===== config.mk =====
export PLATFORM = sky130hd
export DESIGN_NAME = lin_hdr_tx
export DESIGN_NICKNAME = d
export VERILOG_FILES = /design/src/rtl/lin_hdr_pkg.sv /design/src/rtl/lin_hold_buf.sv /design/src/rtl/lin_hdr_seq.sv /design/src/rtl/lin_hdr_tx.sv
export SDC_FILE = /design/constraint.sdc
export NUM_CORES = 1
export LEC_CHECK = 0
export BUFFER_PORTS_ARGS = -buffer_cell sky130_fd_sc_hd__buf_2
export CORE_AREA = 5 5 66 68
export DETAILED_ROUTE_END_ITERATION = 12
export DIE_AREA = 0 0 71 73
export GPL_TIMING_DRIVEN = 0
export PLACE_DENSITY = 0.74
export SYNTH_ARGS = -nofsm -noshare
export SYNTH_HDL_FRONTEND = slang
export SYNTH_SLANG_ARGS = --single-unit

===== constraint.sdc =====
create_clock -name clk -period 5.9 [get_ports clk]
set_clock_uncertainty 0.2 [all_clocks]
set_input_delay 0.59 -clock clk [delete_from_list [all_inputs] [get_ports clk]]
set_output_delay 0.59 -clock clk [all_outputs]
set_load 0.1 [all_outputs]

===== src/rtl/lin_hdr_pkg.sv =====
package lin_hdr_pkg;

    typedef enum logic [2:0] {
        ST_IDLE,
        ST_BREAK,
        ST_DELIM,
        ST_START,
        ST_DATA,
        ST_STOP
    } tx_state_t;

    function automatic int max3(input int a, input int b, input int c);
        int m;
        m = (a > b) ? a : b;
        return (m > c) ? m : c;
    endfunction

endpackage


===== src/rtl/lin_hold_buf.sv =====
module lin_hold_buf #(
    parameter int DATA_BITS = 8
) (
    input  logic                 clk,
    input  logic                 rst_n,
    input  logic                 tx_en,
    input  logic                 wr_en,
    input  logic [DATA_BITS-1:0] wr_data,
    input  logic                 load,
    output logic                 full,
    output logic [DATA_BITS-1:0] data
);

    always_ff @(posedge clk or negedge rst_n) begin
        if (!rst_n) begin
            full <= 1'b0;
            data <= '0;
        end else if (!tx_en) begin
            full <= 1'b0;
        end else if (load) begin
            full <= 1'b0;
        end else if (wr_en && !full) begin
            full <= 1'b1;
            data <= wr_data;
        end
    end

    AST_HELD_BYTE_KEPT: assert property (@(posedge clk) disable iff (!rst_n)
        (full && !load && tx_en) |=> (full && $stable(data)));

    AST_LOAD_NEEDS_BYTE: assert property (@(posedge clk) disable iff (!rst_n)
        load |-> full);

endmodule


===== src/rtl/lin_hdr_seq.sv =====
module lin_hdr_seq
    import lin_hdr_pkg::*;
#(
    parameter int BRK_BASE  = 13,
    parameter int DLM_BASE  = 1,
    parameter int DATA_BITS = 8
) (
    input  logic                 clk,
    input  logic                 rst_n,
    input  logic                 bit_tick,
    input  logic                 tx_en,
    input  logic                 slave_sel,
    input  logic                 brk_req,
    input  logic [1:0]           brk_code,
    input  logic [1:0]           dlm_code,
    input  logic                 hold_full,
    input  logic [DATA_BITS-1:0] hold_data,
    output logic                 load,
    output logic                 tx,
    output logic                 idle
);

    localparam int MAX_CNT = max3(BRK_BASE + 3, DLM_BASE + 3, DATA_BITS);
    localparam int CNT_W   = $clog2(MAX_CNT + 1);

    tx_state_t            state, state_n;
    logic [CNT_W-1:0]     cnt, cnt_n;
    logic [CNT_W-1:0]     brk_len, brk_len_n;
    logic [CNT_W-1:0]     dlm_len, dlm_len_n;
    logic [DATA_BITS-1:0] shreg, shreg_n;

    // next-state logic
    always_comb begin
        state_n   = state;
        cnt_n     = cnt;
        brk_len_n = brk_len;
        dlm_len_n = dlm_len;
        shreg_n   = shreg;
        load      = 1'b0;
        if (!tx_en) begin
            state_n = ST_IDLE;
            cnt_n   = '0;
        end else begin
            unique case (state)
                ST_IDLE: begin
                    if (brk_req && !slave_sel) begin
                        state_n   = ST_BREAK;
                        cnt_n     = '0;
                        brk_len_n = CNT_W'(BRK_BASE) + CNT_W'(brk_code);
                        dlm_len_n = CNT_W'(DLM_BASE) + CNT_W'(dlm_code);
                    end else if (bit_tick && hold_full) begin
                        state_n = ST_START;
                        shreg_n = hold_data;
                        load    = 1'b1;
                    end
                end
                ST_BREAK: begin
                    if (bit_tick) begin
                        if (cnt == brk_len - CNT_W'(1)) begin
                            state_n = ST_DELIM;
                            cnt_n   = '0;
                        end else begin
                            cnt_n = cnt + CNT_W'(1);
                        end
                    end
                end
                ST_DELIM: begin
                    if (bit_tick) begin
                        if (cnt == dlm_len - CNT_W'(1)) begin
                            cnt_n = '0;
                            if (hold_full) begin
                                state_n = ST_START;
                                shreg_n = hold_data;
                                load    = 1'b1;
                            end else begin
                                state_n = ST_IDLE;
                            end
                        end else begin
                            cnt_n = cnt + CNT_W'(1);
                        end
                    end
                end
                ST_START: begin
                    if (bit_tick) begin
                        state_n = ST_DATA;
                        cnt_n   = '0;
                    end
                end
                ST_DATA: begin
                    if (bit_tick) begin
                        shreg_n = shreg >> 1;
                        if (cnt == CNT_W'(DATA_BITS - 1)) begin
                            state_n = ST_STOP;
                            cnt_n   = '0;
                        end else begin
                            cnt_n = cnt + CNT_W'(1);
                        end
                    end
                end
                ST_STOP: begin
                    if (bit_tick) begin
                        if (hold_full) begin
                            state_n = ST_START;
                            shreg_n = hold_data;
                            load    = 1'b1;
                        end else begin
                            state_n = ST_IDLE;
                        end
                    end
                end
                default: state_n = ST_IDLE;
            endcase
        end
    end

    // state register
    always_ff @(posedge clk or negedge rst_n) begin
        if (!rst_n) begin
            state   <= ST_IDLE;
            cnt     <= '0;
            brk_len <= CNT_W'(BRK_BASE);
            dlm_len <= CNT_W'(DLM_BASE);
            shreg   <= '0;
        end else begin
            state   <= state_n;
            cnt     <= cnt_n;
            brk_len <= brk_len_n;
            dlm_len <= dlm_len_n;
            shreg   <= shreg_n;
        end
    end

    // outputs
    always_comb begin
        idle = (state == ST_IDLE);
        unique case (state)
            ST_BREAK: tx = 1'b0;
            ST_START: tx = 1'b0;
            ST_DATA:  tx = shreg[0];
            default:  tx = 1'b1;
        endcase
    end

    AST_BREAK_ONLY_MASTER: assert property (@(posedge clk) disable iff (!rst_n)
        $rose(state == ST_BREAK) |-> $past(brk_req && !slave_sel && tx_en));

    AST_ABORT_TO_IDLE: assert property (@(posedge clk) disable iff (!rst_n)
        !tx_en |=> (state == ST_IDLE));

    AST_BREAK_COUNT_RANGE: assert property (@(posedge clk) disable iff (!rst_n)
        (state == ST_BREAK) |-> (cnt < brk_len));

    AST_DELIM_COUNT_RANGE: assert property (@(posedge clk) disable iff (!rst_n)
        (state == ST_DELIM) |-> (cnt < dlm_len));

    AST_DATA_AFTER_START: assert property (@(posedge clk) disable iff (!rst_n)
        ($past(state) == ST_START && state != ST_START && tx_en) |-> (state == ST_DATA));

endmodule


===== src/rtl/lin_hdr_tx.sv =====
module lin_hdr_tx #(
    parameter int BRK_BASE  = 13,
    parameter int DLM_BASE  = 1,
    parameter int DATA_BITS = 8
) (
    input  logic                 clk,
    input  logic                 rst_n,
    input  logic                 bit_tick,
    input  logic                 slave_sel,
    input  logic                 tx_en,
    input  logic                 brk_req,
    input  logic [1:0]           brk_code,
    input  logic [1:0]           dlm_code,
    input  logic                 wr_en,
    input  logic [DATA_BITS-1:0] wr_data,
    input  logic                 irq_en,
    output logic                 tx_line,
    output logic                 tdre,
    output logic                 irq,
    output logic                 bus_idle
);

    logic                 hold_full;
    logic [DATA_BITS-1:0] hold_data;
    logic                 load;
    logic                 seq_idle;
    logic                 quiet_now;
    logic                 quiet_q;

    lin_hold_buf #(
        .DATA_BITS (DATA_BITS)
    ) u_hold (
        .clk     (clk),
        .rst_n   (rst_n),
        .tx_en   (tx_en),
        .wr_en   (wr_en),
        .wr_data (wr_data),
        .load    (load),
        .full    (hold_full),
        .data    (hold_data)
    );

    lin_hdr_seq #(
        .BRK_BASE  (BRK_BASE),
        .DLM_BASE  (DLM_BASE),
        .DATA_BITS (DATA_BITS)
    ) u_seq (
        .clk       (clk),
        .rst_n     (rst_n),
        .bit_tick  (bit_tick),
        .tx_en     (tx_en),
        .slave_sel (slave_sel),
        .brk_req   (brk_req),
        .brk_code  (brk_code),
        .dlm_code  (dlm_code),
        .hold_full (hold_full),
        .hold_data (hold_data),
        .load      (load),
        .tx        (tx_line),
        .idle      (seq_idle)
    );

    assign quiet_now = seq_idle && !hold_full && tx_en;

    always_ff @(posedge clk or negedge rst_n) begin
        if (!rst_n) quiet_q <= 1'b1;
        else        quiet_q <= quiet_now;
    end

    assign tdre     = !hold_full;
    assign irq      = irq_en && tdre;
    assign bus_idle = quiet_now && !quiet_q;

    AST_IRQ_NEEDS_EMPTY: assert property (@(posedge clk) disable iff (!rst_n)
        irq |-> (tdre && irq_en));

    AST_IDLE_ONE_SHOT: assert property (@(posedge clk) disable iff (!rst_n)
        bus_idle |=> !bus_idle);

    AST_DISABLED_LINE_HIGH: assert property (@(posedge clk) disable iff (!rst_n)
        !tx_en |=> tx_line);

endmodule


==> results_dict.tcl <==
set metrics [dict create \
    status "complete, no violations" \
    synth_area_sq_mm 0.00203 \
    powerDensity_mw_per_mm2 438 \
    synth_cell_type_count 43 \
    clockBufferDepth 2 \
    antenna_cells 0 \
    clkSinkCount 33 \
    synth_nets 234 \
    fin_nets 262 \
    rsz0062_at_grt "no" \
    end_kind "primary output" \
    finalCritPeriodShare_pct 48.9 \
    synth_edf_count 0 \
    whs_ps 147 \
    mostFrequentLayoutCell "nand2_1" \
    wl_per_cell_microns 14.1 \
    yosys.area.top_type "dfrtp_1" \
    io_pins 24 \
    maxCapViolCount 0 \
    cts-root-buf "clkbuf_8" \
    mostFrequentLayoutCells "37 x nand2_1, 29 x dfrtp_1, 24 x buf_2, 12 x mux2_2, 11 x inv_1" \
    vias 1578 \
    fillers 340 \
    track_usage_pct 17.1 \
    netlist_top_cells_area "dfrtp_1 36%, nand2_1 6.8%, mux2_2 6.7%, dfstp_2 5.2%, mux2_4 5.2%" \
    seq_area_frac_synth_pct 41.0 \
    synth_compound_area_share_pct 11.7 \
    clk_latency_ps 290 \
    htree_levels 2 \
    ys.flop_type "dfrtp_1" \
    cp_common_cell "clkbuf_1" \
    coreArea_sq_mm 0.00380 \
    max_freq_mhz 347 \
    synthMuxAreaShare_pct 13.3 \
    max-vdd-ir-drop_mv 0.224 \
    drv_slew 0 \
    crit_path_max_fanout 10 \
    worst_slack_ps 3010 \
    port_buffers 21 \
    final_core_util_pct 60.2 \
    dieArea_sq_mm 0.00518 \
    yosys_register_bits 33 \
    synth-xor-area-share_pct 5.18 \
    grt_pass1_vias 1545 \
    clk_pin_slew_ps 80 \
    max_stage_delay_ps 440 \
    initial_core_util_pct 53.4 \
    cts_resized 0 \
    area_growth_pct 12.8 \
    place.gp.congestion 0.863 \
    power.total_mw 1.00 \
    power.leakage_nw 1.09 \
    ys.warnings.count 0 \
    ant_nets 0 \
    setup_viol 0 \
    synthArstFlopShare_pct 100 \
    reg2reg_depth 8 \
    first_pass_iters 4 \
    placementRows 23 \
    synth_top_area_share_pct 35.8 \
    yosys.area_share.simple_pct 18.6 \
    numCtsBuffers 5 \
    worstMarginPinSlew_ps 726 \
    vias_per_cell 5.52 \
    cts_setup_buffers 0 \
    min_period_ps 2890 \
    antenna_found_initial 0 \
    slowest_stage "buf_2" \
    die_w_microns 71 \
    required_ps 5110 \
    drtIter0Drc 178 \
    pre_cts_slack_ps 3220 \
    synthAdderAreaFrac_pct 4.32 \
    cts_hold_buf 0 \
    drt_wl_total_mm 4.03 \
    worstSetupPathType "flop to primary output" \
    hpwl_mm 2.96 \
    drc 0 \
    overflow 0 \
    grt_first_pass_wirelength_mm 6.94 \
    drive_gt1_share_pct 28.8 \
    cp_num_buf_inv 3 \
    syn_area_per_cell_sq_um 9.80 \
    cp.arrival_ps 2100 \
    cp.depth 6 \
    cp_cell_sequence "clkbuf_1 > nand2_1 > clkbuf_1 > nor2_1 > a21oi_1 > buf_2" \
    grt_max_degree 34 \
    synthCells 207 \
    synth_top_family_by_area "simple AND/OR/NAND/NOR gates" \
    slew-limit-headroom_pct 51.6 \
    fin_tns_setup_ps 0 \
    hp-class "input pin to async pin" \
    start_kind "flop" \
    die_h_microns 73 \
    critical_path.top_delay_family "buffers and inverters" \
    hold_viol 0 \
    cts_tree "built" \
]
[worst reg2reg max path: cells and delay by family (launching register included)]
family,cells,cell delay (ps)
mux,1,370
compound gates,1,240
fa+ha+maj,2,470
buf+inv,1,50
flops,1,560
simple gates,2,550
xor+xnor,1,130
[power breakdown]
part | switching (mW) | internal [mW]
registers | 0.0484 | 0.307
clock network | 0.0935 | 0.0827
logic | 0.266 | 0.204
[flip-flops by register name, summed over array words and instances (netlist names)]
| register | flops |
|---|---|
| u_seq.state | 3 |
| u_hold.full | 1 |
| u_seq.brk_len | 4 |
| u_seq.dlm_len | 3 |
| u_hold.data | 8 |
| u_seq.cnt | 5 |
| quiet_q | 1 |
| u_seq.shreg | 8 |
[kinds of logic (layout without fill, tap and decap cells)]
kind of cell / count (synthesis) / count (layout)
mux: 22 / 22
compound gates: 37 / 37
buf+inv: 24 / 53
fa+ha+maj: 7 / 7
flops: 33 / 33
simple gates: 72 / 72
xor+xnor: 12 / 12
[path summary, 6_finish.rpt]
path	from	end	slack (ps)
setup / recovery	u_seq.state[2]$_DFFE_PN0P_	tx_line	3010
hold / removal	rst_n	u_seq.cnt[3]$_DFFE_PN0P_	150
setup reg to reg	u_seq.dlm_len[0]$_DFFE_PN1P_	u_seq.shreg[4]$_DFFE_PN0P_	3230
hold reg to reg	u_seq.brk_len[0]$_DFFE_PN1P_	u_seq.brk_len[0]$_DFFE_PN1P_	300
max in group asynchronous	rst_n	u_seq.dlm_len[2]$_DFFE_PN0P_	4880
min in group clk	brk_code[0]	u_seq.brk_len[0]$_DFFE_PN1P_	270
[synthesized netlist by cell type, types with 4 or more instances]
master    number
mux2_2        12
nor2_1         7
xor2_1         4
o21ai_0        8
a21oi_1        7
nand3_1        8
dfrtp_1       29
ha_1           7
nand2_1       37
clkbuf_1       4
dfstp_2        4
xnor2_1        8
inv_1         11
a31oi_1        8
mux2_4         7
[area by class of cell]
type,instances,area [sq um],share of cell area [%]
Sequential cell,33,831,36.3
Tap cell,50,62.6,2.74
Timing Repair Buffer,21,105,4.60
Buffer,12,75.1,3.28
Clock inverter,3,22.5,0.985
Inverter,12,45.0,1.97
Multi-Input combinational cell,150,1080,47.1
Clock buffer,5,68.8,3.01
[layer usage]
layer,wire length (microns),up-vias,track usage (%)
met5,0,-,0
met4,70,0,7.10
met3,150,8,4.55
met2,2010,30,28.6
met1,1800,767,20.9
li1,-,773,-
[per-stage QoR]
stage	instances	cell area, sq um
5_1_grt	286	2290
3_3_place_gp	278	2200
2_1_floorplan	207	2030
3_5_place_dp	278	2200
4_1_cts	286	2290
6_report	286	2290
Note: power is estimated with default switching activity, not from simulation.
